==> src/rtl/tlw_pkg.sv <==
package tlw_pkg;

    typedef enum logic [1:0] {
        ST_IDLE     = 2'd0,
        ST_READ_PDE = 2'd1,
        ST_READ_PTE = 2'd2,
        ST_DONE     = 2'd3
    } walk_state_e;

    typedef enum logic {
        LVL_DIR = 1'b0,
        LVL_TBL = 1'b1
    } walk_level_e;

    localparam int ENTRY_BYTES_LOG2 = 2;

endpackage

==> src/rtl/tlw_vsplit.sv <==
module tlw_vsplit #(
    parameter int PD_W  = 8,
    parameter int PT_W  = 10,
    parameter int OFF_W = 12,
    parameter int VA_W  = PD_W + PT_W + OFF_W
) (
    input  logic [VA_W-1:0]  vaddr,
    output logic [PD_W-1:0]  dir_idx,
    output logic [PT_W-1:0]  tbl_idx,
    output logic [OFF_W-1:0] page_off
);
    localparam int TBL_LSB = OFF_W;
    localparam int DIR_LSB = OFF_W + PT_W;

    assign page_off = vaddr[OFF_W-1:0];
    assign tbl_idx  = vaddr[TBL_LSB +: PT_W];
    assign dir_idx  = vaddr[DIR_LSB +: PD_W];
endmodule

==> src/rtl/tlw_addr_gen.sv <==
module tlw_addr_gen
    import tlw_pkg::*;
#(
    parameter int PD_W    = 8,
    parameter int PT_W    = 10,
    parameter int OFF_W   = 12,
    parameter int FRAME_W = 20,
    parameter int PA_W    = FRAME_W + OFF_W
) (
    input  walk_level_e        level,
    input  logic [PA_W-1:0]    dir_base,
    input  logic [PD_W-1:0]    dir_idx,
    input  logic [PT_W-1:0]    tbl_idx,
    input  logic [FRAME_W-1:0] tbl_frame,
    output logic [PA_W-1:0]    rd_addr
);
    logic [PA_W-1:0] dir_off;
    logic [PA_W-1:0] tbl_off;
    logic [PA_W-1:0] tbl_page;
    logic [PA_W-1:0] pde_addr;
    logic [PA_W-1:0] pte_addr;

    // Scale each index by the entry size in bytes.
    assign dir_off  = PA_W'(dir_idx) << ENTRY_BYTES_LOG2;
    assign tbl_off  = PA_W'(tbl_idx) << ENTRY_BYTES_LOG2;
    assign tbl_page = {tbl_frame, {OFF_W{1'b0}}};

    assign pde_addr = dir_base + dir_off;
    assign pte_addr = tbl_page + tbl_off;

    always_comb begin
        unique case (level)
            LVL_DIR: rd_addr = pde_addr;
            LVL_TBL: rd_addr = pte_addr;
            default: rd_addr = pde_addr;
        endcase
    end
endmodule

==> src/rtl/tlw_entry_dec.sv <==
module tlw_entry_dec #(
    parameter int FRAME_W = 20,
    parameter int ENT_W   = FRAME_W + 1
) (
    input  logic [ENT_W-1:0]   word,
    output logic               present,
    output logic [FRAME_W-1:0] frame
);
    assign present = word[0];
    assign frame   = word[ENT_W-1:1];
endmodule

==> src/rtl/tlw_fsm.sv <==
module tlw_fsm
    import tlw_pkg::*;
#(
    parameter int OFF_W   = 12,
    parameter int FRAME_W = 20,
    parameter int VA_W    = 30,
    parameter int PA_W    = FRAME_W + OFF_W
) (
    input  logic               clk,
    input  logic               rst_n,
    input  logic               req_valid,
    input  logic [VA_W-1:0]    req_vaddr,
    input  logic [PA_W-1:0]    req_base,
    input  logic               mem_req_ready,
    input  logic               mem_rsp_valid,
    input  logic               ent_present,
    input  logic [FRAME_W-1:0] ent_frame,
    input  logic [OFF_W-1:0]   page_off,
    output logic               req_ready,
    output logic               mem_req_valid,
    output walk_level_e        level,
    output logic [VA_W-1:0]    cur_vaddr,
    output logic [PA_W-1:0]    cur_base,
    output logic [FRAME_W-1:0] tbl_frame,
    output logic               res_valid,
    output logic               res_fault,
    output logic [PA_W-1:0]    res_paddr
);
    walk_state_e        state_q, state_d;
    logic               sent_q, sent_d;
    logic [VA_W-1:0]    vaddr_q, vaddr_d;
    logic [PA_W-1:0]    base_q, base_d;
    logic [FRAME_W-1:0] frame_q, frame_d;
    logic [PA_W-1:0]    paddr_q, paddr_d;
    logic               fault_q, fault_d;
    logic               rsp_take;

    assign rsp_take = sent_q && mem_rsp_valid;

    // Next-state and datapath update.
    always_comb begin
        state_d = state_q;
        sent_d  = sent_q;
        vaddr_d = vaddr_q;
        base_d  = base_q;
        frame_d = frame_q;
        paddr_d = paddr_q;
        fault_d = fault_q;
        unique case (state_q)
            ST_IDLE: begin
                if (req_valid) begin
                    state_d = ST_READ_PDE;
                    sent_d  = 1'b0;
                    vaddr_d = req_vaddr;
                    base_d  = req_base;
                    paddr_d = '0;
                    fault_d = 1'b0;
                end
            end
            ST_READ_PDE: begin
                if (!sent_q && mem_req_ready) begin
                    sent_d = 1'b1;
                end else if (rsp_take) begin
                    sent_d = 1'b0;
                    if (ent_present) begin
                        frame_d = ent_frame;
                        state_d = ST_READ_PTE;
                    end else begin
                        fault_d = 1'b1;
                        paddr_d = '0;
                        state_d = ST_DONE;
                    end
                end
            end
            ST_READ_PTE: begin
                if (!sent_q && mem_req_ready) begin
                    sent_d = 1'b1;
                end else if (rsp_take) begin
                    sent_d  = 1'b0;
                    state_d = ST_DONE;
                    if (ent_present) begin
                        fault_d = 1'b0;
                        paddr_d = {ent_frame, page_off};
                    end else begin
                        fault_d = 1'b1;
                        paddr_d = '0;
                    end
                end
            end
            ST_DONE: begin
                state_d = ST_IDLE;
            end
            default: state_d = ST_IDLE;
        endcase
    end

    // State register.
    always_ff @(posedge clk) begin
        if (!rst_n) begin
            state_q <= ST_IDLE;
            sent_q  <= 1'b0;
            vaddr_q <= '0;
            base_q  <= '0;
            frame_q <= '0;
            paddr_q <= '0;
            fault_q <= 1'b0;
        end else begin
            state_q <= state_d;
            sent_q  <= sent_d;
            vaddr_q <= vaddr_d;
            base_q  <= base_d;
            frame_q <= frame_d;
            paddr_q <= paddr_d;
            fault_q <= fault_d;
        end
    end

    // Outputs decoded from the state.
    always_comb begin
        req_ready     = 1'b0;
        mem_req_valid = 1'b0;
        level         = LVL_DIR;
        res_valid     = 1'b0;
        unique case (state_q)
            ST_IDLE:     req_ready = 1'b1;
            ST_READ_PDE: mem_req_valid = !sent_q;
            ST_READ_PTE: begin
                mem_req_valid = !sent_q;
                level         = LVL_TBL;
            end
            ST_DONE:     res_valid = 1'b1;
            default:     req_ready = 1'b0;
        endcase
    end

    assign cur_vaddr = vaddr_q;
    assign cur_base  = base_q;
    assign tbl_frame = frame_q;
    assign res_fault = fault_q;
    assign res_paddr = paddr_q;
endmodule

==> src/rtl/tlw_walker.sv <==
module tlw_walker
    import tlw_pkg::*;
#(
    parameter int PD_W    = 8,
    parameter int PT_W    = 10,
    parameter int OFF_W   = 12,
    parameter int FRAME_W = 20,
    parameter int VA_W    = PD_W + PT_W + OFF_W,
    parameter int PA_W    = FRAME_W + OFF_W,
    parameter int ENT_W   = FRAME_W + 1
) (
    input  logic             clk,
    input  logic             rst_n,
    input  logic             req_valid,
    output logic             req_ready,
    input  logic [VA_W-1:0]  req_vaddr,
    input  logic [PA_W-1:0]  req_base,
    output logic             mem_req_valid,
    input  logic             mem_req_ready,
    output logic [PA_W-1:0]  mem_req_addr,
    input  logic             mem_rsp_valid,
    input  logic [ENT_W-1:0] mem_rsp_data,
    output logic             res_valid,
    output logic             res_fault,
    output logic [PA_W-1:0]  res_paddr
);
    walk_level_e        level;
    logic [VA_W-1:0]    cur_vaddr;
    logic [PA_W-1:0]    cur_base;
    logic [FRAME_W-1:0] tbl_frame;
    logic [PD_W-1:0]    dir_idx;
    logic [PT_W-1:0]    tbl_idx;
    logic [OFF_W-1:0]   page_off;
    logic               ent_present;
    logic [FRAME_W-1:0] ent_frame;

    tlw_vsplit #(
        .PD_W(PD_W), .PT_W(PT_W), .OFF_W(OFF_W), .VA_W(VA_W)
    ) u_split (
        .vaddr(cur_vaddr), .dir_idx(dir_idx), .tbl_idx(tbl_idx), .page_off(page_off)
    );

    tlw_addr_gen #(
        .PD_W(PD_W), .PT_W(PT_W), .OFF_W(OFF_W), .FRAME_W(FRAME_W), .PA_W(PA_W)
    ) u_addr (
        .level(level), .dir_base(cur_base), .dir_idx(dir_idx), .tbl_idx(tbl_idx),
        .tbl_frame(tbl_frame), .rd_addr(mem_req_addr)
    );

    tlw_entry_dec #(
        .FRAME_W(FRAME_W), .ENT_W(ENT_W)
    ) u_dec (
        .word(mem_rsp_data), .present(ent_present), .frame(ent_frame)
    );

    tlw_fsm #(
        .OFF_W(OFF_W), .FRAME_W(FRAME_W), .VA_W(VA_W), .PA_W(PA_W)
    ) u_fsm (
        .clk(clk), .rst_n(rst_n),
        .req_valid(req_valid), .req_vaddr(req_vaddr), .req_base(req_base),
        .mem_req_ready(mem_req_ready), .mem_rsp_valid(mem_rsp_valid),
        .ent_present(ent_present), .ent_frame(ent_frame), .page_off(page_off),
        .req_ready(req_ready), .mem_req_valid(mem_req_valid), .level(level),
        .cur_vaddr(cur_vaddr), .cur_base(cur_base), .tbl_frame(tbl_frame),
        .res_valid(res_valid), .res_fault(res_fault), .res_paddr(res_paddr)
    );
endmodule

==> config.mk <==
export PLATFORM = sky130hd
export DESIGN_NAME = tlw_walker
export DESIGN_NICKNAME = d
export VERILOG_FILES = /design/src/rtl/tlw_pkg.sv /design/src/rtl/tlw_vsplit.sv /design/src/rtl/tlw_addr_gen.sv /design/src/rtl/tlw_entry_dec.sv /design/src/rtl/tlw_fsm.sv /design/src/rtl/tlw_walker.sv
export SDC_FILE = /design/constraint.sdc
export NUM_CORES = 1
export LEC_CHECK = 0
export BUFFER_PORTS_ARGS = -buffer_cell sky130_fd_sc_hd__buf_4
export CAP_MARGIN = 10
export CORE_ASPECT_RATIO = 1.75
export CORE_MARGIN = 4
export CORE_UTILIZATION = 48
export CTS_CLUSTER_SIZE = 40
export DETAILED_ROUTE_END_ITERATION = 10
export PLACE_DENSITY_LB_ADDON = 0.08
export SYNTH_ARGS = -nofsm -noshare
export SYNTH_HDL_FRONTEND = slang
export SYNTH_SLANG_ARGS = --single-unit
==> constraint.sdc <==
create_clock -name clk -period 2.7 [get_ports clk]
set_input_delay 0.135 -clock clk [delete_from_list [all_inputs] [get_ports clk]]
set_output_delay 0.135 -clock clk [all_outputs]
set_load 0.01 [all_outputs]
==> flow_summary.rst <==
.. list-table::
   :header-rows: 1

   * - Metric
     - Value
   * - Status
     - finished with violations
   * - Violated checks
     - negative setup slack
   * - Clock root buffer
     - sky130_fd_sc_hd__clkbuf_16
   * - CP max stage delay
     - 0.38 ns
   * - Aggregate global-route resource usage
     - 26.4%
   * - Arrival @ worst endpoint
     - 2.70 ns
   * - Worst-case setup margin in the final layout
     - -0.131 ns
   * - Drt wl/cell
     - 17.3 um
   * - Initial standard-cell utilization of the core
     - 49.0%
   * - Largest clock skew in the final design
     - 0.00631 ns
   * - Worst hold margin
     - 0.00184 ns
   * - Router iterations before antenna repair
     - 5
   * - Area of the die
     - 13,700 um^2
   * - Overall routed net length
     - 18.5 mm
   * - Vias in the first global route
     - 5,919
   * - Initial detailed-routing violation count
     - 266
   * - Total via count after detailed routing
     - 5,813
   * - Setup crit start
     - u_fsm.cur_base[2]
   * - Detail Placement HPWL
     - 12.8 mm
   * - Detailed-route DRC error count
     - 0
   * - Final RePlAce weighted congestion
     - 0.960
   * - Final setup viols
     - 8
   * - Top-count cell post-synth
     - sky130_fd_sc_hd__nand2_1
   * - Layout net count
     - 1,021
   * - Critical Path Slowest Stage Cell
     - sky130_fd_sc_hd__fa_2
   * - Data required time at the worst endpoint
     - 2.57 ns
   * - Tightest Pin Transition
     - 1.06 ns
   * - Post-Synthesis Mean Instance Area
     - 8.02 um^2
   * - Final non-filler cell total
     - 1,068
   * - Number of nets still failing antenna checks after routing
     - 0
   * - Net switching share of the total power
     - 37.4%
   * - Worst setup path category
     - flip-flop to primary output
   * - Number of antenna cells inserted
     - 0
   * - TritonCTS clock tree
     - yes
   * - Area growth, synth to finish
     - 48.4%
   * - Depth of the CTS H-tree
     - 4
   * - Area fraction of the dominant cell type after synthesis
     - 41.7%
   * - Yosys top cell by area
     - sky130_fd_sc_hd__dfxtp_1
   * - Headroom to the max-slew limit
     - 29.5%
   * - Max VDD drop
     - 0.457 mV
   * - Top cells by area, synth
     - sky130_fd_sc_hd__dfxtp_1 (42%), sky130_fd_sc_hd__nand2_1 (15%), sky130_fd_sc_hd__a21boi_0 (15%), sky130_fd_sc_hd__nand3_1 (3.9%), sky130_fd_sc_hd__clkbuf_1 (3.1%)
   * - Die Height
     - 152 um
   * - Total congestion overflow after global routing
     - 0
   * - Post-synth EDFFs
     - 0
   * - Hold/Removal Path Class
     - input pin to flip-flop
   * - Clk slew on worst S/H paths
     - 0.06 ns
   * - Clk buf depth
     - 2
   * - List of cells traversed by the critical path
     - ha_4 > fa_2 > a21o_1 > a221oi_2 > buf_4 > o21ai_0 > xnor2_1 > o21ai_0 > buf_4
   * - Clock buffer count from CTS
     - 17
   * - Post-Synthesis Cells
     - 707
   * - Via/cell ratio
     - 5.44
   * - Combinational fraction of design power
     - 35.4%
   * - Crit start category
     - flip-flop
   * - Number of sinks driven by the clock tree
     - 118
   * - Post-placement cell count
     - 962
   * - Die W
     - 90.2 um
   * - Maximum number of pins on one net before global-route repair
     - 71
   * - Final period demand of the worst path
     - 2.83 ns
   * - List of most frequent post-synthesis cells
     - sky130_fd_sc_hd__nand2_1 (226), sky130_fd_sc_hd__dfxtp_1 (118), sky130_fd_sc_hd__a21boi_0 (111), sky130_fd_sc_hd__clkbuf_1 (47), sky130_fd_sc_hd__nand3_1 (44)
   * - Total count of max-transition violations in the final report
     - 0
   * - Distinct cell type count of the synthesized netlist
     - 49
   * - Cell internal pwr
     - 4.09 mW
   * - Site row count
     - 52
   * - Clock latency on the worst-skew pair
     - 0.41 ns
   * - Yosys warning total
     - 0
   * - Synthesized netlist net count
     - 808
   * - Flip-flop cell with the highest count after synthesis
     - sky130_fd_sc_hd__dfxtp_1
   * - Async set-or-reset flop fraction in the synthesized netlist
     - 0%
   * - Worst hold path startpoint
     - mem_rsp_data[11]
   * - Worst Path Max Fanout
     - 7
   * - Launch instance of the worst register-to-register path
     - u_fsm.state_q[0]
   * - Ratio of cells with drive above 1 in the final layout
     - 27.3%
   * - Number of hold violations in the final report
     - 0
   * - Register share of total power
     - 33.0%
   * - Wire length of the first global-routing pass
     - 29.4 mm
   * - Post-route clock period utilization
     - 105%
   * - Clock network fraction of total power
     - 31.6%
   * - IO Port Bufs
     - 155
   * - Synthesized cell area
     - 5670 um^2
   * - Fmax
     - 353 MHz
   * - Category of the worst setup path capture point
     - primary output
   * - Power density of the placed cells
     - 776 nW/um^2
   * - Number of primary I/O pins
     - 156
   * - Filler cell count
     - 908
   * - Leakage power summed over all cells
     - 3.40 nW
   * - RSZ-0062 raised after global routing
     - yes
   * - Switching power
     - 2.44 mW
   * - Antenna violations before repair
     - 0
   * - Area of the placeable core
     - 11,600 um^2
   * - Flop and latch count out of synthesis
     - 118
   * - Maxcap violations
     - 0
   * - Sequential share of the synthesized area
     - 41.7%
[worst max-delay path, delay by kind of cell (launching register included)]
| kind | cells | cell delay (ns) |
|---|---|---|
| xor gates and xnor gates | 1 | 0.34 |
| buffers and inverters | 2 | 0.36 |
| AOI/OAI and AO/OA | 4 | 0.70 |
| DFF | 1 | 0.34 |
| adders and majority gates | 2 | 0.54 |
[flip-flops by register name, summed over array words and instances, names as in the netlist]
signal and flops:
u_fsm.cur_base 32, u_fsm.tbl_frame 20, u_fsm.state_q 2, u_fsm.sent_q 1
u_fsm.res_fault 1, u_fsm.cur_vaddr 30, u_fsm.res_paddr 32
[area by class of cell]
cell class	instances	area, um^2	area share [%]
clock buffers	17	425	5.05
clock inverters	15	119	1.41
inverters	7	26.3	0.312
multi-input cells	534	3300	39.2
flip-flops and latches	118	2370	28.2
well taps	135	169	2.01
repair buffers	242	2010	23.9
[power groups by stage]
stage	clock (mW)	combinational, mW	sequential (mW)
global route	2.20	2.51	2.19
finish	2.07	2.31	2.16
floorplan	0	1.27	2.12
global placement	0	2.10	2.16
CTS	2.10	2.24	2.14
detailed placement	0	2.12	2.17
[stage by stage]
| step | setup WS, ns | cell area (um^2) | total power [mW] | TNS, ns | utilization (%) |
|---|---|---|---|---|---|
| after floorplan | 0.408 | 5670 | 3.39 | 0 | - |
| after global placement | 0.208 | 6950 | 4.25 | 0 | 60.0 |
| after detailed placement | 0.167 | 6950 | 4.29 | 0 | 60.0 |
| after CTS | -0.0445 | 8250 | 6.48 | -0.241 | 71.3 |
| after global routing | -0.253 | 8420 | 6.89 | -1.37 | 72.7 |
| final | -0.131 | 8420 | 6.54 | -0.350 | 72.7 |
[logic make-up after synthesis]
group / after synthesis / synth area share, %
flip-flops: 118 / 41.7
buffers and inverters: 55 / 3.66
multiplexers: 6 / 1.17
adder cells (fa/ha/maj): 13 / 3.00
AO/OA/AOI/OAI: 183 / 23.6
XOR/XNOR: 18 / 2.78
AND/OR/NAND/NOR: 314 / 24.2
[layout by cell type, fill, tap and decap left out, types with 3 or more instances in the layout]
cell                            synthesis  layout
sky130_fd_sc_hd__a211o_1                3       3
sky130_fd_sc_hd__a21boi_0             111     111
sky130_fd_sc_hd__a21boi_1               4       4
sky130_fd_sc_hd__a21o_1                 6       5
sky130_fd_sc_hd__a21oi_1                5       5
sky130_fd_sc_hd__a22oi_1                3       3
sky130_fd_sc_hd__and3_1                 5       5
sky130_fd_sc_hd__buf_4                  0     175
sky130_fd_sc_hd__buf_6                  0       5
sky130_fd_sc_hd__clkbuf_16              0      17
sky130_fd_sc_hd__clkinvlp_4             0       6
sky130_fd_sc_hd__dfxtp_1              118     111
sky130_fd_sc_hd__dfxtp_2                0       7
sky130_fd_sc_hd__dlygate4sd3_1          0      60
sky130_fd_sc_hd__ha_1                  12       5
sky130_fd_sc_hd__ha_4                   0       6
sky130_fd_sc_hd__inv_1                  7       7
sky130_fd_sc_hd__inv_6                  0       5
sky130_fd_sc_hd__mux2_2                 5       5
sky130_fd_sc_hd__nand2_1              226     225
sky130_fd_sc_hd__nand2b_1               3       3
sky130_fd_sc_hd__nand3_1               44      41
sky130_fd_sc_hd__nand4_1                5       5
sky130_fd_sc_hd__nor2_1                 6       4
sky130_fd_sc_hd__nor2b_1                7       7
sky130_fd_sc_hd__o2111ai_1              4       4
sky130_fd_sc_hd__o211ai_1               6       6
sky130_fd_sc_hd__o21ai_0               19      18
sky130_fd_sc_hd__or4_1                  7       5
sky130_fd_sc_hd__or4_4                  1       3
sky130_fd_sc_hd__xnor2_1                9       9
sky130_fd_sc_hd__xor2_1                 9       9
[metal layers]
layer	GRT usage (%)	vias up	part of all wire (%)
met5	0	-	0
met4	11.0	0	3.8
met3	5.84	46	5.2
met2	49.8	166	55
met1	27.9	2736	36
li1	-	2865	-
[final timing paths]
check,slack (ns),to,cells past startpoint
worst max-delay path,-0.13,mem_req_addr[10],9
worst min-delay path,0.002,u_fsm.tbl_frame[10],3
worst max register to register,0.24,u_fsm.res_paddr[2],8
worst min register to register,0.45,u_fsm.res_paddr[8],2
[timing repair]
item | in CTS | in global routing
buffers inserted | 8 | 6
gates resized for setup | 19 | 23
setup endpoints to repair | 16 | 22
hold endpoints to repair | 60 | 1
hold buffers | 59 | 1
pin swaps | 9 | 16
Power figures use the tool's default switching activity.
